`src/rtl/irq_xbar.sv`:
```
module irq_xbar #(
  parameter int NUM_OUT     = 8,
  parameter int NUM_SRC     = 32,
  parameter int ENTRY_BYTES = 1,
  parameter int ADDR_W      = 8,
  parameter logic [NUM_OUT-1:0]   RSVD_MASK = 8'b0000_0100,
  parameter logic [NUM_OUT-1:0]   BYP_MASK  = 8'b0010_0000,
  parameter logic [NUM_OUT*8-1:0] BYP_SRC   = 64'h0000_0700_0000_0000,
  parameter int SAFE_SEL    = 31
) (
  input  logic               clk,
  input  logic               rst_n,
  input  logic               wr_en,
  input  logic [ADDR_W-1:0]  addr,
  input  logic [31:0]        wdata,
  output logic [31:0]        rdata,
  input  logic [NUM_SRC-1:0] src_in,
  output logic [NUM_OUT-1:0] irq_out
);
  localparam int ENTRY_W = 8 * ENTRY_BYTES;
  localparam int SRC_IW  = (NUM_SRC > 1) ? $clog2(NUM_SRC) : 1;

  function automatic int slot_of(int k);
    int n = 0;
    for (int i = 0; i < k; i++) if (!RSVD_MASK[i]) n++;
    return n;
  endfunction

  function automatic logic pick(logic [NUM_SRC-1:0] s, logic [31:0] v);
    if (v < 32'(NUM_SRC)) return s[v[SRC_IW-1:0]];
    return 1'b0;
  endfunction

  logic [NUM_OUT-1:0] slot_hit;
  logic [31:0]        rd_val [NUM_OUT];

  for (genvar k = 0; k < NUM_OUT; k++) begin : g_out
    if (RSVD_MASK[k]) begin : g_rsvd
      assign slot_hit[k] = 1'b0;
      assign rd_val[k]   = '0;
      assign irq_out[k]  = 1'b0;
    end else if (BYP_MASK[k]) begin : g_byp
      localparam int ADR = slot_of(k) * ENTRY_BYTES;
      localparam logic [7:0] BS = BYP_SRC[k*8 +: 8];
      assign slot_hit[k] = (addr == ADDR_W'(ADR));
      assign rd_val[k]   = 32'(BS);
      assign irq_out[k]  = pick(src_in, 32'(BS));
    end else begin : g_prog
      localparam int ADR = slot_of(k) * ENTRY_BYTES;
      logic [ENTRY_W-1:0] sel_q;
      assign slot_hit[k] = (addr == ADDR_W'(ADR));
      always_ff @(posedge clk or negedge rst_n) begin
        if (!rst_n)                   sel_q <= ENTRY_W'(SAFE_SEL);
        else if (wr_en && slot_hit[k]) sel_q <= wdata[ENTRY_W-1:0];
      end
      assign rd_val[k]  = 32'(sel_q);
      assign irq_out[k] = pick(src_in, 32'(sel_q));
    end
  end

  always_comb begin
    rdata = '0;
    for (int k = 0; k < NUM_OUT; k++)
      if (slot_hit[k]) rdata = rdata | rd_val[k];
  end

  logic unused_wdata;
  assign unused_wdata = ^wdata;
endmodule

```
`config.mk`:
```
export PLATFORM = sky130hd
export DESIGN_NAME = irq_xbar
export DESIGN_NICKNAME = d
export VERILOG_FILES = /design/src/rtl/irq_xbar.sv
export SDC_FILE = /design/constraint.sdc
export NUM_CORES = 1
export LEC_CHECK = 0
export ABC_AREA = 1
export BUFFER_PORTS_ARGS = -buffer_cell sky130_fd_sc_hd__buf_2
export CORE_UTILIZATION = 46
export DETAILED_ROUTE_END_ITERATION = 7
export PLACE_DENSITY = 0.71
export SETUP_SLACK_MARGIN = 0.05
export SYNTH_ARGS = -nofsm -noshare
export SYNTH_HDL_FRONTEND = slang
export SYNTH_SLANG_ARGS = --single-unit
```
`constraint.sdc`:
```
create_clock -name clk -period 5.61 [get_ports clk]
set_input_delay 1.683 -clock clk [delete_from_list [all_inputs] [get_ports clk]]
set_output_delay 1.683 -clock clk [all_outputs]
set_load 0.02 [all_outputs]
```
==> flow_summary.json <==
{
  "report.final.setup_viol": 0,
  "clock_tree.buffer_depth": 2,
  "final_cycle_share_pct": 85.37,
  "die_w_um": 101.4,
  "via_total_after_detailed_routing": 5125,
  "register_area_um2": 1239,
  "finish.net_count": 865,
  "grt_setup_unrepaired": "false",
  "post_cts_hold_buffer_count": 0,
  "biggestRegsByFlops": "g_out.g_prog.sel_q x48",
  "grt-ovfl-total": 0,
  "largest_register": "g_out.g_prog.sel_q",
  "grt_use_met1_pct": 42.15,
  "synth.yosys.warnings": 0,
  "dominantRegCellSynth": "sky130_fd_sc_hd__dfstp_2",
  "cts.root.buffer_cell": "sky130_fd_sc_hd__clkbuf_8",
  "routed_wire_length_per_instance_um": 16.05,
  "multi_input_comb_area_um2": 2793,
  "use_met2_pct": 46.78,
  "post_detailed_route_drc_marker_count": 0,
  "global_route_wire_length_before_repair_mm": 23.43,
  "drt_pre_antenna_iters": 5,
  "drive_above_1_share_pct": 17.19,
  "final_hold_violations": 0,
  "worst_setup_path_start_kind": "input pin",
  "antennaDiodeCount": 0,
  "critical_path.max_fanout": 9,
  "crit_type": "in -> out",
  "synth.cells.most_frequent": "sky130_fd_sc_hd__nand2_1, sky130_fd_sc_hd__nand3_1, sky130_fd_sc_hd__o21ai_0",
  "gr-usage-met3_pct": 2.484,
  "cts_setup_buffers": 0,
  "final_core_util_pct": 51.27,
  "drt_wl_total_mm": 14.77,
  "clock_tree_from_tritoncts": "done",
  "power_density_nw_per_um2": 186.0,
  "mappedNetlistArea_um2": 4543,
  "numClockSinks": 48,
  "dr.first_iter.drc_count": 369,
  "source_to_sink_clock_delay_at_the_later_pin_of_the_worst_skew_pair_ns": 0.30,
  "floorplan.rows": 35,
  "yosysUniqueCellTypes": 28,
  "critPathCaptureType": "primary output",
  "ctsResizeCount": 0,
  "estimated_wirelength_of_the_detail_placed_design_mm": 11.12,
  "yosys.area.top_type": "sky130_fd_sc_hd__nand2_1",
  "synth.most_common_cell": "sky130_fd_sc_hd__nand2_1",
  "finalSetupTns_ns": 0,
  "timing.hold.worst.class": "reg -> reg",
  "grt.busiest_layer": "met2",
  "layout.filler_cells": 983,
  "cts_max_level": 2,
  "max_slew_margin_pct": 30.97,
  "route.detailed.vias_per_inst": 5.571,
  "ys_ff_latch": 48,
  "worst_ep_required_time_ns": 3.93,
  "ys_top_cells_by_area": "sky130_fd_sc_hd__nand2_1, sky130_fd_sc_hd__dfstp_2, sky130_fd_sc_hd__nand3_1",
  "track_usage_pct": 30.08,
  "synth.yosys.seq_area_share_pct": 27.27,
  "fp.dieH_um": 101.4,
  "cts.clk_slew.worst_paths_ns": 0.09,
  "synthCells": 750,
  "clock-skew-final_ns": 0,
  "initial_utilization_pct": 48.25,
  "crit_arrival_ns": 3.11,
  "slew_viol_final": 0,
  "fp.coreArea_um2": 9415,
  "leakage_uw": 0.002450,
  "antenna_found_initial": 0,
  "fin_ws_ns": 0.8209,
  "cts_inserted_buffers": 5,
  "largest_reg_flops": 48,
  "synth-edff-count": 0,
  "syn_area_per_cell_um2": 6.057,
  "area.growth.synth_to_final_pct": 6.252,
  "result_of_the_run": "completed",
  "finalWorstPathRequiredPeriod_ns": 4.789,
  "detail-route-antenna-nets": 0,
  "grt_pass1_vias": 4566,
  "max_freq_mhz": 208.8,
  "buffer_ports.inserted": 65,
  "io_pins": 115,
  "place_worst_setup_slack_ns": 0.8755,
  "place.gp.congestion": 0.9086,
  "power_uw": 898.0,
  "tightest_slew_ns": 1.035,
  "largest_net_degree_at_the_start_of_global_routing": 49,
  "worst_ir_drop_vdd_v": 0.0002000,
  "synth_top_cell_area_share_pct": 23.96,
  "design.die.area_um2": 10280,
  "fraction_of_registers_with_async_set_or_reset_after_synthesis_pct": 100.0,
  "maxCapViolCount": 0
}
## stage by stage
step	cell area (µm²)	std cells	hold WS (ns)
after floorplan	4633	774	0.4737
after global placement	4737	912	0.4900
after detailed placement	4737	912	0.5068
after CTS	4827	920	0.5201
after global routing	4827	920	0.5481
final	4827	920	0.5186
## worst max-delay path, cell delays in order
cell and delay (ns):
sky130_fd_sc_hd__buf_2 0.10, sky130_fd_sc_hd__or2_4 0.28, sky130_fd_sc_hd__nor3_4 0.45, sky130_fd_sc_hd__nand2_1 0.12
sky130_fd_sc_hd__o21ai_0 0.13, sky130_fd_sc_hd__nor2_1 0.06, sky130_fd_sc_hd__nand2_1 0.10, sky130_fd_sc_hd__buf_2 0.17
## routing by layer
layer | vias up | wire, µm
met5 | - | 0
met4 | 0 | 800
met3 | 66 | 1274
met2 | 309 | 6413
met1 | 2291 | 6279
li1 | 2459 | -
## path summary, 6_finish.rpt
check,cells past startpoint,slack [ns],startpoint,to
setup / recovery,8,0.82,addr[3],rdata[0]
hold / removal,2,0.52,g_out[7].g_prog.sel_q[2],g_out[7].g_prog.sel_q[2]
setup reg to reg,2,4.18,g_out[4].g_prog.sel_q[0],g_out[4].g_prog.sel_q[0]
hold reg to reg,2,0.52,g_out[7].g_prog.sel_q[2],g_out[7].g_prog.sel_q[2]
max in group asynchronous,1,3.41,rst_n,g_out[7].g_prog.sel_q[7]
min in group asynchronous,1,1.56,rst_n,g_out[4].g_prog.sel_q[6]
## placed cells by master (no fill, tap or decap), types with 2 or more instances in the layout
master	count
sky130_fd_sc_hd__o21ai_1	3
sky130_fd_sc_hd__conb_1	25
sky130_fd_sc_hd__nand2_2	7
sky130_fd_sc_hd__nand2_4	4
sky130_fd_sc_hd__nor2_1	31
sky130_fd_sc_hd__nand2_1	290
sky130_fd_sc_hd__inv_1	49
sky130_fd_sc_hd__clkinv_1	5
sky130_fd_sc_hd__clkbuf_1	2
sky130_fd_sc_hd__buf_2	65
sky130_fd_sc_hd__o22ai_1	6
sky130_fd_sc_hd__dfstp_2	30
sky130_fd_sc_hd__dfrtp_1	18
sky130_fd_sc_hd__nor2_8	2
sky130_fd_sc_hd__o21ai_2	10
sky130_fd_sc_hd__nand3_1	135
sky130_fd_sc_hd__clkbuf_8	6
sky130_fd_sc_hd__a21oi_1	26
sky130_fd_sc_hd__nor2_4	4
sky130_fd_sc_hd__inv_2	3
sky130_fd_sc_hd__nor3_1	6
sky130_fd_sc_hd__o21ai_0	59
## layout make-up
class | count | share of cell area (%)
repair buffers | 65 | 6.739
clock buffers | 8 | 1.866
well taps | 129 | 3.344
inverters | 58 | 4.536
multi-input cells | 612 | 57.85
flip-flops and latches | 48 | 25.66
## kinds of logic (layout without fill, tap and decap cells)
family / Yosys count / in the layout / synth area share, %
buf+inv: 114 / 131 / 13.25
other cells: 1 / 25 / 0.08254
compound gates: 104 / 104 / 12.45
simple gates: 483 / 483 / 46.96
flops: 48 / 48 / 27.27
## where the power goes
| group | switching, µW | internal (µW) |
|---|---|---|
| logic | 182 | 81.5 |
| registers | 39.4 | 381 |
| clock network | 114 | 101 |
| total | 335 | 563 |
(Power assumes the default switching activity.)
